[src/rtl/flag_pkg.sv]
`timescale 1ns/1ps
package flag_pkg;
  localparam int PSW_W = 16;
  localparam int CF_B = 0;
  localparam int PF_B = 2;
  localparam int AF_B = 4;
  localparam int ZF_B = 6;
  localparam int SF_B = 7;
  localparam int TF_B = 8;
  localparam int IF_B = 9;
  localparam int DF_B = 10;
  localparam int OF_B = 11;
  localparam logic [PSW_W-1:0] PSW_ONES  = 16'hF000;
  localparam logic [PSW_W-1:0] PSW_WMASK = 16'h0FD5;

  typedef enum logic [2:0] {
    OP_ADD = 3'd0,
    OP_SUB = 3'd1,
    OP_AND = 3'd2,
    OP_OR  = 3'd3,
    OP_XOR = 3'd4
  } op_e;

  typedef struct packed {
    logic of;
    logic sf;
    logic zf;
    logic af;
    logic pf;
    logic cf;
  } stat_t;
endpackage

[src/rtl/flag_arith.sv]
`timescale 1ns/1ps
module flag_arith #(
  parameter int DW = 16
) (
  input  logic [DW-1:0] a,
  input  logic [DW-1:0] b,
  input  logic          cin,
  input  logic          sub,
  input  logic          wide,
  output logic [DW-1:0] res,
  output logic          cf,
  output logic          af,
  output logic          of
);
  localparam int HW = DW / 2;

  logic [DW-1:0] b_eff;
  logic          c_eff;
  logic [DW:0]   sum_w;
  logic [HW:0]   sum_b;
  logic          a_top, b_top, r_top;

  always_comb begin
    b_eff = sub ? ~b : b;
    c_eff = cin ^ sub;
    sum_w = {1'b0, a} + {1'b0, b_eff} + {{DW{1'b0}}, c_eff};
    sum_b = {1'b0, a[HW-1:0]} + {1'b0, b_eff[HW-1:0]} + {{HW{1'b0}}, c_eff};
    if (wide) begin
      res   = sum_w[DW-1:0];
      cf    = sum_w[DW] ^ sub;
      a_top = a[DW-1];
      b_top = b_eff[DW-1];
      r_top = sum_w[DW-1];
    end else begin
      res   = {{(DW-HW){1'b0}}, sum_b[HW-1:0]};
      cf    = sum_b[HW] ^ sub;
      a_top = a[HW-1];
      b_top = b_eff[HW-1];
      r_top = sum_b[HW-1];
    end
    af = a[4] ^ b[4] ^ sum_b[4];
    of = (a_top == b_top) && (r_top != a_top);
  end
endmodule

[src/rtl/flag_logic.sv]
`timescale 1ns/1ps
module flag_logic #(
  parameter int DW = 16
) (
  input  logic [DW-1:0] a,
  input  logic [DW-1:0] b,
  input  logic [2:0]    op,
  input  logic          wide,
  output logic [DW-1:0] res
);
  import flag_pkg::*;
  localparam int HW = DW / 2;

  logic [DW-1:0] raw;
  logic [DW-1:0] keep;

  always_comb begin
    case (op)
      OP_AND:  raw = a & b;
      OP_OR:   raw = a | b;
      default: raw = a ^ b;
    endcase
    keep = wide ? {DW{1'b1}} : {{(DW-HW){1'b0}}, {HW{1'b1}}};
    res  = raw & keep;
  end
endmodule

[src/rtl/flag_zsp.sv]
`timescale 1ns/1ps
module flag_zsp #(
  parameter int DW    = 16,
  parameter int PAR_W = 8
) (
  input  logic [DW-1:0] res,
  input  logic          wide,
  output logic          zf,
  output logic          sf,
  output logic          pf
);
  localparam int HW = DW / 2;

  always_comb begin
    zf = wide ? (res == '0) : (res[HW-1:0] == '0);
    sf = wide ? res[DW-1] : res[HW-1];
    pf = ~^res[PAR_W-1:0];
  end
endmodule

[src/rtl/flag_psw.sv]
`timescale 1ns/1ps
module flag_psw (
  input  logic                         clk,
  input  logic                         rst,
  input  logic                         upd_stat,
  input  flag_pkg::stat_t              stat_in,
  input  logic                         ctl_we,
  input  logic                         ctl_dir,
  input  logic                         ctl_ie,
  input  logic                         ctl_tf,
  input  logic                         load_en,
  input  logic [flag_pkg::PSW_W-1:0]   load_word,
  output logic [flag_pkg::PSW_W-1:0]   psw
);
  import flag_pkg::*;

  always_ff @(posedge clk) begin
    if (rst) begin
      psw <= PSW_ONES;
    end else if (load_en) begin
      psw <= (load_word & PSW_WMASK) | PSW_ONES;
    end else begin
      if (upd_stat) begin
        psw[CF_B] <= stat_in.cf;
        psw[PF_B] <= stat_in.pf;
        psw[AF_B] <= stat_in.af;
        psw[ZF_B] <= stat_in.zf;
        psw[SF_B] <= stat_in.sf;
        psw[OF_B] <= stat_in.of;
      end
      if (ctl_we) begin
        psw[TF_B] <= ctl_tf;
        psw[IF_B] <= ctl_ie;
        psw[DF_B] <= ctl_dir;
      end
    end
  end
endmodule

[src/rtl/flag_unit.sv]
`timescale 1ns/1ps
module flag_unit #(
  parameter int DW    = 16,
  parameter int PAR_W = 8
) (
  input  logic          clk,
  input  logic          rst,
  input  logic [DW-1:0] a,
  input  logic [DW-1:0] b,
  input  logic          cin,
  input  logic [2:0]    op,
  input  logic          wide,
  input  logic          exec,
  input  logic          ctl_we,
  input  logic          ctl_dir,
  input  logic          ctl_ie,
  input  logic          ctl_tf,
  input  logic          load_en,
  input  logic [15:0]   load_word,
  output logic [DW-1:0] result,
  output logic [15:0]   psw,
  output logic          cf,
  output logic          pf,
  output logic          af,
  output logic          zf,
  output logic          sf,
  output logic          of,
  output logic          df,
  output logic          ief,
  output logic          tf
);
  import flag_pkg::*;

  logic          op_ok, is_arith;
  logic [DW-1:0] ar_res, lg_res, nxt_res;
  logic          ar_cf, ar_af, ar_of;
  logic          z_n, s_n, p_n;
  stat_t         stat_n;

  assign op_ok    = (op <= OP_XOR);
  assign is_arith = (op == OP_ADD) || (op == OP_SUB);

  flag_arith #(.DW(DW)) u_arith (
    .a(a), .b(b), .cin(cin), .sub(op == OP_SUB), .wide(wide),
    .res(ar_res), .cf(ar_cf), .af(ar_af), .of(ar_of)
  );

  flag_logic #(.DW(DW)) u_logic (
    .a(a), .b(b), .op(op), .wide(wide), .res(lg_res)
  );

  assign nxt_res = is_arith ? ar_res : lg_res;

  flag_zsp #(.DW(DW), .PAR_W(PAR_W)) u_zsp (
    .res(nxt_res), .wide(wide), .zf(z_n), .sf(s_n), .pf(p_n)
  );

  always_comb begin
    stat_n.cf = is_arith & ar_cf;
    stat_n.af = is_arith & ar_af;
    stat_n.of = is_arith & ar_of;
    stat_n.zf = z_n;
    stat_n.sf = s_n;
    stat_n.pf = p_n;
  end

  always_ff @(posedge clk) begin
    if (rst) result <= '0;
    else if (exec && op_ok) result <= nxt_res;
  end

  flag_psw u_psw (
    .clk(clk), .rst(rst), .upd_stat(exec && op_ok), .stat_in(stat_n),
    .ctl_we(ctl_we), .ctl_dir(ctl_dir), .ctl_ie(ctl_ie), .ctl_tf(ctl_tf),
    .load_en(load_en), .load_word(load_word), .psw(psw)
  );

  assign cf  = psw[CF_B];
  assign pf  = psw[PF_B];
  assign af  = psw[AF_B];
  assign zf  = psw[ZF_B];
  assign sf  = psw[SF_B];
  assign of  = psw[OF_B];
  assign df  = psw[DF_B];
  assign ief = psw[IF_B];
  assign tf  = psw[TF_B];
endmodule

[config.mk]
export PLATFORM = sky130hd
export DESIGN_NAME = flag_unit
export DESIGN_NICKNAME = d
export VERILOG_FILES = /design/src/rtl/flag_pkg.sv /design/src/rtl/flag_arith.sv /design/src/rtl/flag_logic.sv /design/src/rtl/flag_zsp.sv /design/src/rtl/flag_psw.sv /design/src/rtl/flag_unit.sv
export SDC_FILE = /design/constraint.sdc
export NUM_CORES = 1
export LEC_CHECK = 0
export BUFFER_PORTS_ARGS = -buffer_cell sky130_fd_sc_hd__buf_2
export CORE_MARGIN = 3
export CORE_UTILIZATION = 55
export CTS_BUF_LIST = sky130_fd_sc_hd__clkbuf_4 sky130_fd_sc_hd__clkbuf_8
export DETAILED_ROUTE_END_ITERATION = 10
export HOLD_SLACK_MARGIN = 0.15
export PLACE_DENSITY = 0.84
export SLEW_MARGIN = 30
export SYNTH_ARGS = -nofsm -noshare
export SYNTH_HDL_FRONTEND = slang
export SYNTH_SLANG_ARGS = --single-unit
[constraint.sdc]
create_clock -name clk -period 15.38 [get_ports clk]
set_clock_uncertainty 0.15 [all_clocks]
set_input_delay 3.845 -clock clk [delete_from_list [all_inputs] [get_ports clk]]
set_output_delay 3.845 -clock clk [all_outputs]
set_load 0.02 [all_outputs]
== Word level (Yosys, flattened, before mapping) ==
Cells that the tools add are included.

* Register bits: 25
* Input bits: 61
* Logic and storage cells: 56

* Add/sub/neg operators: 4
* $lt $le $gt $ge: 1
* Equality and inequality tests: 5
* Muxes and demuxes: 21
* Bitwise operators: 13
* Reductions and logical operators: 9

{| class="wikitable"
|+ Operator list
! kind !! count
|-
| 16-bit 2-to-1 mux || 4
|-
| 16-bit bitwise AND || 2
|-
| 16-bit case mux with 2 select lines || 1
|-
| 16-bit by 16-bit adder with 17-bit output || 1
|-
| 17-bit by 1-bit adder with 17-bit output || 1
|-
| 16-bit zero test || 1
|-
| 16-bit inverter || 1
|-
| 16-bit OR || 1
|-
| 16-bit bitwise XOR || 1
|-
| 1-bit 2-to-1 mux || 13
|-
| 8-bit by 8-bit adder with 9-bit output || 1
|-
| 9-bit by 1-bit adder with 9-bit output || 1
|-
| 8-bit zero test || 1
|-
| 8-bit XNOR reduction || 1
|-
| 3-bit by 2-bit == test with 1-bit output, second input constant || 2
|-
| 6-bit 2-to-1 mux || 1
|-
| 1-bit bitwise XOR || 5
|-
| 2-bit nonzero test || 2
|-
| 1-bit bitwise AND || 3
|-
| 3-bit by 1-bit == test with 1-bit output, second input constant || 1
|-
| 3-bit <= comparator, second input constant || 1
|-
| 3-bit zero test || 1
|-
| 3-bit 2-to-1 mux || 1
|-
| 1-bit logical AND || 2
|-
| 4 further kinds || 4
|}

== Depth between registers and ports, before layout ==
* Depth in word-level cells: 10
* Depth in mapped cells: 21

== Cells and area by module ==
A second synthesis with hierarchy kept.

* Cells, all modules: 495
* Area total of the unflattened synthesis: 3726.1 um^2

{| class="wikitable"
|+ Modules (own cells, without submodules)
! module !! instances !! cells an instance !! area each (um^2) !! seq. area each (um^2)
|-
| flag_arith || 1 || 160 || 1183.6 || 0.0
|-
| flag_unit || 1 || 127 || 1021.0 || 320.3
|-
| flag_logic || 1 || 137 || 890.9 || 0.0
|-
| flag_psw || 1 || 49 || 478.0 || 180.2
|-
| flag_zsp || 1 || 22 || 152.6 || 0.0
|}

== Least setup slack after synthesis ==
OpenSTA, ideal clock, no wires.

* Path type: input to register
* Start: in op[2]
* End: reg u_psw.psw[6] (netlist name)
* Setup time: 84 ps
* Data arrival time: 7526 ps
* Setup slack: 7619 ps
* Stages: 20
* Path through: nor2_4 and2_1 buf_2 buf_1 xnor2_1 fa_1 inv_1 fa_1 nand2b_1 a21oi_1 o31a_1 a211oi_1 o31ai_1 ha_1 nand4_1 nor3_1 o21ai_1 a31oi_1 nand4b_4 o31ai_2

* Longest elaborated chain between the ends: 10
* Elaborated cells on any way between the ends: 23
* Classes of those cells: add/sub: 4; order compare: 1; eq/ne: 3; mux: 7; bitwise: 2; reduce/logical: 6

{| class="wikitable"
|+ RTL lines
! element !! line !! RTL
|-
| start, declared || flag_unit.sv:11 || <nowiki>input logic [2:0] op,</nowiki>
|-
| 3-bit by 1-bit == test with 1-bit output || flag_unit.sv:41, flag_unit.sv:44 ||
|-
| 16-bit 2-to-1 mux || flag_arith.sv:24 || <nowiki>b_eff = sub ? ~b : b;</nowiki>
|-
| 16-bit by 16-bit adder with 17-bit output or 8-bit by 8-bit adder with 9-bit output (tied branches) || flag_arith.sv:26, flag_arith.sv:27 ||
|-
| 17-bit by 1-bit adder with 17-bit output or 9-bit by 1-bit adder with 9-bit output (tied branches) || flag_arith.sv:26, flag_arith.sv:27 ||
|-
| 16-bit 2-to-1 mux || flag_arith.sv:28 || <nowiki>if (wide) begin</nowiki>
|-
| 16-bit 2-to-1 mux || flag_unit.sv:52 || <nowiki>assign nxt_res = is_arith ? ar_res : lg_res;</nowiki>
|-
| 16-bit zero test or 8-bit zero test (tied branches) || flag_zsp.sv:15 || <nowiki>zf = wide ? (res == '0) : (res[HW-1:0] == '0);</nowiki>
|-
| 1-bit 2-to-1 mux || flag_zsp.sv:15 ||
|-
| 2-bit 2-to-1 mux || flag_psw.sv:23 || <nowiki>if (upd_stat) begin</nowiki>
|-
| 6-bit 2-to-1 mux || flag_psw.sv:20 || <nowiki>end else if (load_en) begin</nowiki>
|-
| end signal, assigned || flag_psw.sv:21 || <nowiki>psw <= (load_word & PSW_WMASK) | PSW_ONES;</nowiki>
|-
| end signal, assigned by index || flag_psw.sv:24 || <nowiki>psw[CF_B] <= stat_in.cf;</nowiki>
|-
| end signal, assigned by index || flag_psw.sv:25 || <nowiki>psw[PF_B] <= stat_in.pf;</nowiki>
|-
| end, declared || flag_psw.sv:13 || <nowiki>output logic [flag_pkg::PSW_W-1:0] psw</nowiki>
|}

Parallel ways exist; a longest one is shown, timed or not. The select of a mux whose other input is x is not followed.
A chain may end at the register's enable or synchronous reset.

== Worst setup path in the final report ==
* Start: in op[1]
* End: reg u_psw.psw[6] (netlist name)

The elaborated chain is that of the path after synthesis.

==> summary by stage <==
Synthesis
The mean cell area of the mapped netlist is 7.45 um2. The number of enable-type register cells in the synthesized netlist is 0. Synthesis inferred 25 register bits. Sorting the synthesized cells by area gives the leading types as ha_1 (19%), dfxtp_1 (15%), xnor2_1 (6.5%). For this run, the number of Yosys warnings is 0. Summed over its instances, the top area cell type makes up 18.9% of the synthesized netlist area. The dominant cell type by area after synthesis is ha_1.

In this run the cell area of the synthesized design comes to about 3400 um2. The share of flip-flops with an asynchronous set or reset is 0%. The sequential fraction of the synthesis area is 14.9%. The number of distinct standard cells referenced by the synthesized netlist is 57. Synthesis produced 452 cells. The top flip-flop cell by instance count after synthesis is dfxtp_1.

CTS
Clock tree synthesis found a total of 25 sinks. TritonCTS built the clock tree. The clock passes through at most 2 buffers. After clock tree synthesis, the clock-pin slew on the worst setup and hold paths is 0.08 ns. The level count of the clock H-tree is 1. The cts-stage hold buffer count is 0. CTS placed an instance of clkbuf_8 at the clock tree root.

For the worst-skew pair, the clock arrives at the later sink with an insertion delay of 0.26 ns. After clock tree synthesis, the repair step resized 0 gates. The number of buffers created by CTS is 3.

The post-CTS setup-driven buffer insertion count is 0.

Drt
The final route contains 3291 vias. The count of unresolved DRC violations after routing is 0. The first-iteration detailed-routing DRC count is about 130.

The overall routed net length is 8.35 mm. The wire length per cell after detailed routing is roughly 14 um. In the routed layout, each cell is associated on average with a via count of around 5.7. In this run the remaining antenna-violating nets after routing total 0.

The first TritonRoute pass finished after 5 iterations.

Layout
The number of cells in the finished layout apart from fillers is 581. The number of nets in the layout is 624. Relative to the synthesized area, the layout overhead comes to 11.3%. In the final layout, the share of cells above drive strength 1 is 20.4%.

Fill cells in the final layout number around 510. The share of the core filled with cells is 65.7%. The repair_antennas step left the layout with diodes totalling 0.

The cell area after layout is roughly 3700 um2.

Critical path
The worst-case register-to-register setup slack is 14.33 ns. The maximum fanout along the worst path is 23. STA classifies the critical path endpoint as a flip-flop.

The setup path with the least slack is of type in -> reg. The slowest cell on the critical path is o31ai_1. The reg-to-reg critical path endpoint is u_psw.psw[7].

The critical path arrival is about 8 ns. The sort of element at the start of the critical path is an input port. The worst-case reg-to-reg path depth is 5.

Walking the worst path, the cells encountered are buf_2, nor2_4, and2_1, buf_4, xnor2_1, inv_1, fa_1, nand2b_1, a21oi_1, o31a_1, a211oi_1, o31ai_1, ha_1, nand4_1, nor3_1, o21ai_1, a31oi_1, nand4b_4, o31ai_2. For the worst setup path, the data required time is 15.42 ns. The worst flop-to-flop path startpoint is u_psw.psw[7].

On the worst path, the slowest cell contributes a delay of ~0.46 ns.

Placement
The number of placed instances, taps included, is 577. The HPWL after detailed placement is about 6.8 mm. The cell area after placement is 3700 um2. Prior to clock tree synthesis, the placed netlist has a worst setup slack of 7.15 ns. The weighted congestion reported at the end of routability-driven placement is 0.884. The count of buffers inserted at the top-level ports is just under 90.

STA
The slew of the pin with the lowest slew margin is 0.870 ns. The worst pin sits at a relative slew slack of 41.9%. The worst path meets setup with 7.41 ns of slack. The setup violation total in the final timing report is 0. The final-layout setup total negative slack is 0 ns. The number of endpoints with negative hold slack in the final report came to 0. The minimum clock period after layout is 7.97 ns. The minimum hold slack is 0.307 ns. The part of the cycle the worst path needs is between 50% and 60%. The highest achievable clock rate is approximately 130 MHz.

The number of max-slew violations in the final report came to 0. Setup repair after global routing left no endpoint under its margin.

Pwr
Sequential cells burn between 20 and 30% of the power. IR analysis of the VDD net gives a maximum drop of between 0.06 and 0.07 mV. The part of the power in the clock network is 15.4%. In this run the power density over the cells is about 65 nW/um2. Combinational logic is responsible for between 50% and 60% of the overall power. The switching share of power is approximately 41%.

In this run the power spent charging and discharging nets is 0.101 mW. The design draws about 0.24 mW. The internal portion of the total power is 0.143 mW. The analysis attributes to cell leakage a power of 1.87 nW.

Die
The floorplan core area is 5710 um2. The die height is about 84 um. The floorplan step defined a die boundary enclosing 7100 um2. The x dimension of the die is ~84 um. The floorplan has 27 rows.

During I/O placement, the number of pins put on the boundary was 102. The initial standard-cell utilization of the core is 59.0%.

Global route
The number of antenna violations at the first check in global routing was 0. Global routing consumed, on the met2 layer, approximately two fifths of the routing resources. The met1 track demand over resource is 29.8%. For this run, the total global-route usage over all layers was measured as a little under a quarter. The total grt overflow is 0. The via count of the first global-routing pass is 3070. Global routing consumed, on the met3 layer, 2.55% of the routing resources. The routing layer with the top usage in global route is met2. The pin count of the biggest net entering global routing is 34. The first global-routing pass estimated about 14 mm of wire.

Min path
The startpoint of the most critical hold path is result[13]. The path class of the tightest hold or removal check is reg -> reg. The end of the worst hold path is result[13].

Along the worst hold path, the cell count comes to 2.

Outcome
The run finished with clean final reports.

Flow run
The tool flagged a number of max-cap violations equal to 0.
[worst max path at each step]
stage / endpoint / start
3_3_place_gp: u_psw.psw[6] / op[1]
4_1_cts: u_psw.psw[6] / op[1]
2_1_floorplan: u_psw.psw[6] / op[2]
3_5_place_dp: u_psw.psw[6] / op[1]
6_report: u_psw.psw[6] / op[1]
5_1_grt: u_psw.psw[6] / op[1]
[synthesized netlist by cell type (8+ instances only)]
cell / number
ha_1: 51
xnor2_1: 25
o21ai_0: 13
o211ai_1: 9
a21oi_1: 39
inv_1: 41
buf_4: 16
a211oi_1: 11
dfxtp_1: 25
clkbuf_1: 13
nand2_1: 39
o21ai_1: 8
nor2_1: 45
[worst max-delay path, delay by kind of cell]
kind / cells / cell delay, ns
buf+inv: 3 / 0.66
simple gates: 6 / 1.16
compound gates: 7 / 1.50
fa+ha+maj: 2 / 0.66
xor+xnor: 1 / 0.18
[registers in the layout (all words and copies together), names as in the netlist]
signal	cells
result	16
u_psw.psw	9
[layout by cell type (no fill, tap or decap), drive strengths merged, types with 3 or more instances in the layout]
cell,Yosys,layout
nor2b,5,5
o211ai,10,10
nand3,5,5
o21a,4,4
nor3,3,3
or2,4,4
a211oi,13,13
ha,51,51
a31oi,3,3
buf,27,88
inv,41,41
nand2,39,39
clkbuf,13,3
nand2b,7,7
a21o,5,5
nor2,46,46
xor2,5,5
a211o,3,3
dfxtp,25,25
or3,5,5
conb,2,7
o21ai,21,21
nand4,3,3
a21oi,41,41
mux2i,7,7
a311o,3,3
and3,4,4
xnor2,26,26
o31ai,4,4
[cell type report]
type | instances | area (um2) | area share (%)
multi-input combinational | 351 | 2510 | 67.1
sequential | 25 | 500 | 13.4
timing repair buffer | 88 | 443 | 11.8
inverter | 41 | 154 | 4.11
tap | 72 | 90.1 | 2.40
clock buffer | 3 | 41.3 | 1.10
clock inverter | 1 | 5.00 | 0.134
[per-layer routing]
layer | share of wire, % | vias to the layer above | wire, um
met2 | 48 | 117 | 3980
li1 | - | 1656 | -
met1 | 43 | 1510 | 3620
met3 | 7.8 | 8 | 648
met5 | 0 | - | 0
met4 | 1.2 | 0 | 99
[power by group through the flow]
stage / Clock (mW) / Combinational (mW) / Sequential, mW
after floorplan: 0 / 0.0978 / 0.0781
after global placement: 0 / 0.130 / 0.0726
after detailed placement: 0 / 0.134 / 0.0729
after CTS: 0.0378 / 0.134 / 0.0714
after global routing: 0.0404 / 0.150 / 0.0719
final: 0.0375 / 0.135 / 0.0713
[cells by family after synthesis]
kind of cell / after synthesis / share of synthesized area (%)
compound gates: 126 / 25.5
fa+ha+maj: 53 / 20.1
xor+xnor: 31 / 8.28
buf+inv: 81 / 11.0
flops: 25 / 14.9
simple gates: 127 / 17.9
mux: 7 / 2.08
other cells: 2 / 0.223
No activity file was read; power rests on OpenSTA's default activity.
